<file path="src/rtl/dbt_pkg.sv">
package dbt_pkg;
    // Counter sequencing states: what the most recent clock edge did.
    typedef enum logic [1:0] {
        ST_HALT  = 2'd0,
        ST_COUNT = 2'd1,
        ST_WRAP  = 2'd2
    } cnt_state_e;
endpackage

</file>
<file path="src/rtl/dbt_regfile.sv">
module dbt_regfile #(
    parameter int CW = 16,
    parameter int AW = 2
) (
    input  logic          clk,
    input  logic          rst_n,
    input  logic          wr_en_i,
    input  logic [AW-1:0] wr_addr_i,
    input  logic [7:0]    wr_data_i,
    input  logic          buf_en_i,
    input  logic          load_i,
    output logic [CW-1:0] cmp0_o,
    output logic [CW-1:0] cmp1_o,
    output logic [CW-1:0] stage_o
);
    localparam int BYTES = CW / 8;

    logic [CW-1:0] cmp0_q;
    logic [CW-1:0] cmp1_q;
    logic [CW-1:0] stage_q;

    for (genvar b = 0; b < BYTES; b++) begin : g_byte
        localparam logic [AW-1:0] OFF0 = AW'(b);
        localparam logic [AW-1:0] OFF1 = AW'(BYTES + b);

        logic hit0;
        logic hit1;
        assign hit0 = wr_en_i && (wr_addr_i == OFF0);
        assign hit1 = wr_en_i && (wr_addr_i == OFF1);

        // Staging byte: every write to the channel-0 offset lands here.
        always_ff @(posedge clk or negedge rst_n) begin
            if (!rst_n) begin
                stage_q[8*b +: 8] <= 8'hFF;
            end else if (hit0) begin
                stage_q[8*b +: 8] <= wr_data_i;
            end
        end

        // Active channel-0 byte: written through when buffering is off,
        // otherwise loaded from the pre-edge staging byte on a wrap.
        always_ff @(posedge clk or negedge rst_n) begin
            if (!rst_n) begin
                cmp0_q[8*b +: 8] <= 8'hFF;
            end else if (hit0 && !buf_en_i) begin
                cmp0_q[8*b +: 8] <= wr_data_i;
            end else if (load_i) begin
                cmp0_q[8*b +: 8] <= stage_q[8*b +: 8];
            end
        end

        // Channel-1 byte: plain write.
        always_ff @(posedge clk or negedge rst_n) begin
            if (!rst_n) begin
                cmp1_q[8*b +: 8] <= 8'hFF;
            end else if (hit1) begin
                cmp1_q[8*b +: 8] <= wr_data_i;
            end
        end
    end

    assign cmp0_o  = cmp0_q;
    assign cmp1_o  = cmp1_q;
    assign stage_o = stage_q;
endmodule

</file>
<file path="src/rtl/dbt_counter.sv">
module dbt_counter
    import dbt_pkg::*;
#(
    parameter int CW = 16
) (
    input  logic          clk,
    input  logic          rst_n,
    input  logic          run_i,
    input  logic [CW-1:0] cmp1_i,
    output logic [CW-1:0] count_o,
    output logic          top_o,
    output logic          wrap_o
);
    cnt_state_e    state_q;
    cnt_state_e    state_d;
    logic [CW-1:0] count_q;
    logic          at_top;

    assign at_top = run_i && (count_q == cmp1_i);

    // Next-state decision.
    always_comb begin
        unique case (1'b1)
            !run_i:  state_d = ST_HALT;
            at_top:  state_d = ST_WRAP;
            default: state_d = ST_COUNT;
        endcase
    end

    // State register.
    always_ff @(posedge clk or negedge rst_n) begin
        if (!rst_n) begin
            state_q <= ST_HALT;
        end else begin
            state_q <= state_d;
        end
    end

    // Counter datapath, steered by the chosen transition.
    always_ff @(posedge clk or negedge rst_n) begin
        if (!rst_n) begin
            count_q <= '0;
        end else begin
            unique case (state_d)
                ST_COUNT: count_q <= count_q + CW'(1);
                ST_WRAP:  count_q <= '0;
                ST_HALT:  count_q <= '0;
                default:  count_q <= '0;
            endcase
        end
    end

    // Outputs decoded from the state.
    always_comb begin
        wrap_o = 1'b0;
        unique case (state_q)
            ST_WRAP:  wrap_o = 1'b1;
            ST_COUNT: wrap_o = 1'b0;
            ST_HALT:  wrap_o = 1'b0;
            default:  wrap_o = 1'b0;
        endcase
    end

    assign count_o = count_q;
    assign top_o   = at_top;
endmodule

</file>
<file path="src/rtl/dbt_match.sv">
module dbt_match #(
    parameter int CW = 16
) (
    input  logic          clk,
    input  logic          rst_n,
    input  logic          run_i,
    input  logic [CW-1:0] count_i,
    input  logic [CW-1:0] cmp_i,
    output logic          pulse_o
);
    logic pulse_q;

    always_ff @(posedge clk or negedge rst_n) begin
        if (!rst_n) begin
            pulse_q <= 1'b0;
        end else begin
            pulse_q <= run_i && (count_i == cmp_i);
        end
    end

    assign pulse_o = pulse_q;
endmodule

</file>
<file path="src/rtl/dbt_timer.sv">
module dbt_timer #(
    parameter int CW = 16,
    parameter int AW = $clog2(2 * (CW / 8))
) (
    input  logic          clk,
    input  logic          rst_n,
    input  logic          wr_en_i,
    input  logic [AW-1:0] wr_addr_i,
    input  logic [7:0]    wr_data_i,
    input  logic          run_i,
    input  logic          buf_en_i,
    output logic [CW-1:0] count_o,
    output logic          match0_o,
    output logic          match1_o
);
    logic [CW-1:0] cmp0_q;
    logic [CW-1:0] cmp1_q;
    logic [CW-1:0] stage_q;
    logic          top;
    logic          load;

    assign load = buf_en_i && top;

    dbt_regfile #(.CW(CW), .AW(AW)) u_regs (
        .clk       (clk),
        .rst_n     (rst_n),
        .wr_en_i   (wr_en_i),
        .wr_addr_i (wr_addr_i),
        .wr_data_i (wr_data_i),
        .buf_en_i  (buf_en_i),
        .load_i    (load),
        .cmp0_o    (cmp0_q),
        .cmp1_o    (cmp1_q),
        .stage_o   (stage_q)
    );

    dbt_counter #(.CW(CW)) u_cnt (
        .clk     (clk),
        .rst_n   (rst_n),
        .run_i   (run_i),
        .cmp1_i  (cmp1_q),
        .count_o (count_o),
        .top_o   (top),
        .wrap_o  (match1_o)
    );

    dbt_match #(.CW(CW)) u_m0 (
        .clk     (clk),
        .rst_n   (rst_n),
        .run_i   (run_i),
        .count_i (count_o),
        .cmp_i   (cmp0_q),
        .pulse_o (match0_o)
    );
endmodule

</file>
<file path="config.mk">
export PLATFORM = sky130hd
export DESIGN_NAME = dbt_timer
export DESIGN_NICKNAME = d
export VERILOG_FILES = /design/src/rtl/dbt_pkg.sv /design/src/rtl/dbt_regfile.sv /design/src/rtl/dbt_counter.sv /design/src/rtl/dbt_match.sv /design/src/rtl/dbt_timer.sv
export SDC_FILE = /design/constraint.sdc
export NUM_CORES = 1
export LEC_CHECK = 0
export BUFFER_PORTS_ARGS = -buffer_cell sky130_fd_sc_hd__buf_2
export CAP_MARGIN = 20
export CORE_ASPECT_RATIO = 0.7
export CORE_MARGIN = 2
export CORE_UTILIZATION = 60
export DETAILED_ROUTE_END_ITERATION = 6
export PLACE_DENSITY = 0.82
export SLEW_MARGIN = 30
export SYNTH_ARGS = -nofsm -noshare
export SYNTH_HDL_FRONTEND = slang
export SYNTH_HIERARCHICAL = 1
export SYNTH_SLANG_ARGS = --single-unit
</file>
<file path="constraint.sdc">
create_clock -name clk -period 5.1 [get_ports clk]
set_input_delay 0.51 -clock clk [delete_from_list [all_inputs] [get_ports clk]]
set_output_delay 0.51 -clock clk [all_outputs]
set_load 0.01 [all_outputs]
</file>
==> After elaboration in Yosys (flattened, before gate mapping) <==
Cells that the tools add are included.
{ "word_totals": {"reg_bits": 67, "latchBits": 0, "mem_bits_rw": 0, "mem_bits_ro": 0, "in_bits": 15, "out_inout_bits": 18, "elab_cells": 38, "n_memories": 0} }
{ "op_classes": {"addsub": 1, "n_mul": 0, "div": 0, "order_cmp": 0, "eq_ne": 7, "n_shift": 0, "n_mux": 7, "bitwise_logic": 0, "n_reduce_logical": 14} }
{ "ops": {"columns": ["op", "n"], "rows": [
  ["$eq 16x16->1", 2],
  ["$mux 8", 4],
  ["$add 16x1->16 const B", 1],
  ["$mux 16", 1],
  ["$logic_and 1x1->1", 9],
  ["$eq 2x2->1 const B", 3],
  ["$eq 2x1->1 const B", 2],
  ["$pmux 2 s2", 1],
  ["$reduce_bool 2->1", 2],
  ["$logic_not 1->1", 2],
  ["$logic_not 2->1", 1],
  ["$mux 1", 1]
]} }

==> Logic depth before layout (Yosys ltp) <==
Gate-level depths: netlist of run 1.
{ "depth": {"depth_word": 5, "depth_mapped": 10, "depth_no_buf": 7} }

==> By module <==
Netlist of run 1, hierarchy kept.
{ "by_module_without_submodules": {"columns": ["mod", "n_inst", "cells_per_inst", "area_per_inst_um2", "seq_area_each_um2"], "rows": [
  ["dbt_regfile", 1, 123, 2100.8, 1261.2],
  ["dbt_counter", 1, 109, 1138.6, 450.4],
  ["dbt_match", 1, 23, 206.4, 25.0],
  ["dbt_timer", 1, 1, 6.3, 0.0]
]} }

==> Least setup slack after synthesis of run 1 <==
Ideal clock, no wire load.
{ "synth_path": {"path_type": "register to register", "from": "reg u_cnt.count_q[1], in the netlist u_cnt/count_o[1]", "to": "reg u_regs.cmp0_q[10], in the netlist u_regs/cmp0_o[10]", "arrival_ns": 2.315, "required_time_ns": 5.018, "path_slack_ns": 2.703, "path_stages_with_launch": 10, "path_buffers": 2, "synth_period_minus_slack_ns": 2.397, "path_cell_list": "dfrtp_1 xnor2_1 nand4_4 nor2_1 and3_1 and2_1 clkbuf_1 buf_2 mux2_2 mux2_2"} }
{ "synth_via": {"elab_chain_cells": 4} }
{ "synth_lines": {"columns": ["item", "line_no", "text"], "rows": [
  ["start: declaration", "dbt_counter.sv:16", "logic [CW-1:0] count_q;"],
  ["start signal: assignment", "dbt_counter.sv:45", "ST_COUNT: count_q <= count_q + CW'(1);"],
  ["$eq 16x16->1", "dbt_counter.sv:19", "assign at_top = run_i && (count_q == cmp1_i);"],
  ["$logic_and 1x1->1", "dbt_counter.sv:19", null],
  ["named net top", "dbt_timer.sv:19", "logic top;"],
  ["$logic_and 1x1->1", "dbt_timer.sv:22", "assign load = buf_en_i && top;"],
  ["named net load", "dbt_timer.sv:20", "logic load;"],
  ["$reduce_bool 2->1 (no line)", null, null],
  ["end signal: indexed assignment", "dbt_regfile.sv:46", "cmp0_q[8*b +: 8] <= wr_data_i;"],
  ["end signal: indexed assignment", "dbt_regfile.sv:48", "cmp0_q[8*b +: 8] <= stage_q[8*b +: 8];"],
  ["end: declaration", "dbt_regfile.sv:18", "logic [CW-1:0] cmp0_q;"]
]} }
The timed path passes the listed nets, and every way through them passes these cells.
A chain may end at the register's enable or synchronous reset.

==> Worst setup path after layout of run 1 <==
{ "layout_path": {"from": "reg u_cnt.count_q[1], in the netlist u_cnt/count_o[1]", "to": "reg u_regs.cmp0_q[4], in the netlist u_regs/cmp0_o[4]"} }
Same word-level chain as after synthesis.

==> flow_metrics.tcl, run 1 <==
set metrics [dict create \
    status "completed" \
    ant_nets 0 \
    worst_setup_path_start_kind "register" \
    max_cap_viol_count 0 \
    slowest_stage "and2_1" \
    crit_required_ps 5370 \
    reg2reg_from "u_cnt/count_o[1]" \
    postCtsSetupRepairBufs 0 \
    cts_max_path_buffers 2 \
    final_common_cell "mux2_2" \
    clk_latency_ps 340 \
    drive_gt1_share_pct 60.8 \
    period_share_pct 53.0 \
    grt_util_all_layers_pct 25.1 \
    cts.sinks 67 \
    htree_levels 3 \
    row_count 23 \
    rsz0062_at_grt "no" \
    dp.final_hpwl_mm 5.00 \
    layout_common_cells "mux2_2, dfstp_2, buf_2, xnor2_1, dfrtp_1" \
    hold_path.class "in2async" \
    coreArea_mm2 0.00564 \
    setup_viol 0 \
    tightest_slew_ps 849 \
    cts_tree "yes" \
    worstSetupStartpoint "u_cnt/count_o[1]" \
    fin_nets 307 \
    fin_crit_ps 2700 \
    slew_viol_final 0 \
    cp_cell_sequence "xnor2_1 -> nand4_4 -> nor2_1 -> and3_1 -> and2_1 -> mux2_2 -> mux2_4" \
    multi_input_area_mm2 0.00163 \
    setup_tns_ps 0 \
    ioPinCount 33 \
    hold_violations 0 \
    initial_utilization_pct 61.2 \
    ir_drop_mv 0.229 \
    vias 2079 \
    wl_mm 7.02 \
    dr.pass1.iters 6 \
    ys_seq_area_share_pct 50.3 \
    regArea_mm2 0.00174 \
    numPortBuffers 32 \
    antenna_found_initial 0 \
    arrival_ps 2970 \
    avgRoutedWirePerCell_um 18.9 \
    yosys_warnings 6 \
    ys_types 38 \
    drtIter0Drc 181 \
    syn_to_final_growth_pct 10.3 \
    die_h_um 67.5 \
    syn_area_per_cell_um2 13.5 \
    skew_ps 6.02 \
    clkTransAtPathRegs_ps 70 \
    route.detailed.drc 0 \
    synth_area_mm2 0.00345 \
    grt_pass1_vias 2080 \
    syn_nets 272 \
    gp_congestion 0.795 \
    fillers 433 \
    hold_ws_ps 329 \
    path_class "reg2reg" \
    n_antenna_cell 0 \
    syn_inst 256 \
    drt-vias-per-instance 5.60 \
    cts-root-buf "clkbuf_8" \
    power_leakage_nw 1.55 \
    grt_overflow 0 \
    cts_hold_buf 0 \
    endpoint_kind "register" \
    numCtsBuffers 9 \
    cts_resized 0 \
    max_stage_delay_ps 630 \
    grt_max_degree 68 \
    die-area_mm2 0.00639 \
    ys_ff_latch 67 \
    powerDensity_mw_per_mm2 352 \
    grt_pass1_wl_mm 11.4 \
    slew_headroom_pct 43.1 \
    die_w_um 94.7 \
    worst-path-max-fanout 16 \
    fmax_mhz 370 \
]
==> power breakdown <==
group | switching (mW) | total, mW | internal, mW | leakage (nW)
Combinational | 0.0954 | 0.238 | 0.143 | 0.696
Clock | 0.186 | 0.373 | 0.188 | 0.0872
Sequential | 0.0603 | 0.728 | 0.668 | 0.765
==> synthesized netlist by cell type, drive strengths merged <==
master | number | area share, %
or4b | 1 | 0.29
a21oi | 3 | 0.43
or3 | 2 | 0.36
nand2 | 4 | 0.43
a31o | 1 | 0.25
dfrtp | 19 | 14
nor4 | 3 | 0.72
o21ai | 2 | 0.29
o41ai | 1 | 0.80
inv | 3 | 0.33
nor3b | 1 | 0.36
clkbuf | 3 | 0.33
nand3b | 2 | 0.43
buf | 7 | 1.9
xor2 | 9 | 2.3
nand3 | 9 | 1.3
and2 | 1 | 0.18
and4 | 1 | 0.25
nor2b | 1 | 0.18
xnor2 | 34 | 9.6
ha | 1 | 0.36
nand4bb | 1 | 0.33
mux2 | 64 | 22
and3 | 3 | 0.58
nor2 | 17 | 2.5
dfstp | 48 | 37
nor3 | 3 | 0.43
nand4 | 12 | 3.0
==> worst paths after layout <==
kind	slack (ps)	endpoint	cells after the start
min	330	u_cnt/count_o[5]	2
max in group asynchronous	4200	u_m0/pulse_o	2
min reg2reg	620	u_regs/stage_o[7]	1
max	2400	u_regs/cmp0_o[4]	7
max reg2reg	2400	u_regs/cmp0_o[4]	7
min in group clk	480	u_m0/pulse_o	3
==> critical path: cells and delay by family (launching register included) <==
| kind | cells | cell delay (ps) |
|---|---|---|
| XOR/XNOR | 1 | 400 |
| flip-flops | 1 | 460 |
| multiplexers | 2 | 680 |
| AND/OR/NAND/NOR | 4 | 1090 |
==> metrics by stage <==
| step | setup slack [ps] | total power [mW] | instances | cell area (um2) | utilization, % |
|---|---|---|---|---|---|
| global route | 2250 | 1.41 | 371 | 3810 | 67.5 |
| global placement | 2510 | 0.960 | 355 | 3640 | 64.6 |
| detailed placement | 2420 | 0.975 | 355 | 3640 | 64.6 |
| floorplan | 2700 | 0.906 | 256 | 3450 | - |
| CTS | 2410 | 1.36 | 371 | 3810 | 67.5 |
| finish | 2400 | 1.34 | 371 | 3810 | 67.5 |
==> kinds of logic (layout without fill, tap and decap cells) <==
family,count (synthesis),after routing,share of synthesized area [%]
adders and majority gates,1,1,0.362
muxes,64,64,21.7
and+or+nand+nor,61,61,11.3
buffers and inverters,13,53,2.57
AOI/OAI and AO/OA,7,7,1.78
DFF,67,67,50.3
xor gates and xnor gates,43,43,11.9
==> flip-flops by register name (all words and copies together) (netlist names) <==
register and count:
u_cnt/state_q 2, u_regs/cmp0_o 16, u_regs/cmp1_o 16, u_m0/pulse_o 1
u_regs/stage_o 16, u_cnt/count_o 16
==> final cells by class <==
class / count / area share, %
clock buffers: 13 / 3.91
repair buffers: 34 / 4.60
inverters: 3 / 0.296
flip-flops and latches: 67 / 45.6
multi-input cells: 176 / 42.7
clock inverters: 3 / 0.394
well taps: 75 / 2.46
==> per-layer routing <==
metal | vias up | routed length, um | track usage, %
li1 | 978 | - | -
met1 | 1053 | 3490 | 35.1
met2 | 41 | 3140 | 37.9
met3 | 7 | 307 | 8.15
met4 | 0 | 81 | 7.07
met5 | - | 0 | 0
(Power assumes the default switching activity.)
==> inputs of run 2 (changes only) <==
Settings changed: CORE_UTILIZATION 60 to 59, PLACE_DENSITY 0.82 to 0.8.
Clock period 5.1 ns to 2.8 ns, I/O delays scaled along.
==> run 2 against run 1 <==
- core utilization is 0.37 points higher
- sequential power is 81% higher
- wire length is 2.7% higher
- non-clock buffer count is 6 higher
- via count is 2.4% higher
- highest routed layer unchanged
- largest power group unchanged
- global-route usage is 0.56 points lower
- critical endpoint is now u_regs/cmp0_o[1]
- critical path type unchanged
==> flow_metrics.tcl, run 2 (synthesis gave the netlist of run 1 again) <==
set metrics [dict create \
    slew_headroom_pct 50.2 \
    max_stage_delay_ps 530 \
    hold_violations 0 \
    ioPinCount 33 \
    clkTransAtPathRegs_ps 70 \
    postPlaceCellArea_mm2 0.00369 \
    dpl_worst_slack_ps 490 \
    dp.final_hpwl_mm 5.13 \
    rsz0062_at_grt "no" \
    row_count 23 \
    htree_levels 3 \
    route.detailed.drc 0 \
    cts_resized 0 \
    drt-vias-per-instance 5.64 \
    coreArea_mm2 0.00570 \
    status "completed" \
    endpoint_kind "register" \
    critPathTopFamily "simple AND/OR/NAND/NOR gates" \
    cts.sinks 67 \
    period_share_pct 83.9 \
    final_common_cell "mux2_2" \
    grt_pass1_vias 2069 \
    die_h_um 68.0 \
    cts_max_path_buffers 2 \
    avgRoutedWirePerCell_um 19.1 \
    n_antenna_cell 0 \
    fin_nets 313 \
    ant_nets 0 \
    setup_viol 0 \
    setup_tns_ps 0 \
    worst_setup_path_start_kind "register" \
    ir_drop_mv 0.488 \
    grt_util_all_layers_pct 24.5 \
    grt_overflow 0 \
    clk_latency_ps 340 \
    arrival_ps 2620 \
    slew_viol_final 0 \
    slowest_stage "dfrtp_1" \
    fmax_mhz 425 \
    worst-path-max-fanout 16 \
    power_leakage_nw 1.58 \
    grt_max_degree 68 \
    hold_ws_ps 216 \
    die-area_mm2 0.00649 \
    dr.pass1.iters 4 \
    tightest_slew_ps 744 \
    die_w_um 95.4 \
    postCtsSetupRepairBufs 0 \
    numCtsBuffers 9 \
    drive_gt1_share_pct 61.3 \
    drtIter0Drc 149 \
    skew_ps 7.39 \
    cts_hold_buf 1 \
    path_class "reg2reg" \
    grt_pass1_wl_mm 11.4 \
    max_cap_viol_count 0 \
    cts-root-buf "clkbuf_8" \
    fin_crit_ps 2350 \
    hold_path.class "in2reg" \
    crit_buf_inv 1 \
    antenna_found_initial 0 \
    final_cell_area_mm2 0.00387 \
    powerDensity_mw_per_mm2 635 \
    setup_slack_ps 449 \
    layout_common_cells "mux2_2, dfstp_2, buf_2, xnor2_1, dfrtp_1" \
    cp_cell_sequence "xnor2_1 -> nand4_1 -> nor2_1 -> and3_1 -> and2_1 -> buf_4 -> mux2_2 -> mux2_4" \
    wl_mm 7.21 \
    initial_utilization_pct 60.6 \
    syn_to_final_growth_pct 12.0 \
    gp_congestion 0.819 \
    crit_required_ps 3070 \
    vias 2128 \
    numPortBuffers 32 \
    cts_tree "yes" \
]
-- run 2: worst reg2reg max path, stage by stage, from the launching register on --
cell	delay, ps
dfrtp_1	530
xnor2_1	160
nand4_1	250
nor2_1	170
and3_1	180
and2_1	120
buf_4	240
mux2_2	380
mux2_4	260
-- run 2: area by class of cell --
type | instances | area, um2
Clock buffer | 13 | 149
Clock inverter | 3 | 15.0
Fill cell | 410 | 1830
Inverter | 3 | 11.3
Multi-Input combinational cell | 176 | 1630
Sequential cell | 67 | 1740
Tap cell | 75 | 93.8
Timing Repair Buffer | 40 | 235
-- run 2: worst paths after layout --
kind                                   from                 to  slack [ps]  cells after the start
setup / recovery           u_cnt/count_o[9]   u_regs/cmp0_o[1]         450                      8
hold reg to reg            u_cnt/count_o[0]   u_cnt/count_o[0]         610                      2
min in group asynchronous             rst_n       u_m0/pulse_o         490                      3
setup reg to reg           u_cnt/count_o[9]   u_regs/cmp0_o[1]         450                      8
hold / removal                        run_i       u_m0/pulse_o         220                      3
max in group asynchronous             rst_n  u_regs/stage_o[8]        1980                      3
-- run 2: per-layer routing --
metal | track usage [%] | vias to the layer above | wire length [um]
met5 | 0 | - | 0
met4 | 5.18 | 0 | 48
met3 | 7.49 | 5 | 526
met2 | 36.4 | 75 | 3210
met1 | 35.9 | 1066 | 3430
li1 | - | 982 | -
-- run 2: stage by stage --
stage          cells  util, %  power, mW
5_1_grt          377     67.9       2.58
3_3_place_gp     360     64.8       1.76
6_report         377     67.9       2.45
2_1_floorplan    256        -       1.65
3_5_place_dp     360     64.8       1.78
4_1_cts          377     67.9       2.47
-- run 2: power breakdown --
group          switching, mW  leakage [nW]  internal (mW)
registers              0.104         0.765           1.22
clock network          0.343        0.0872          0.342
logic                  0.183         0.732          0.266
total                  0.630          1.58           1.82
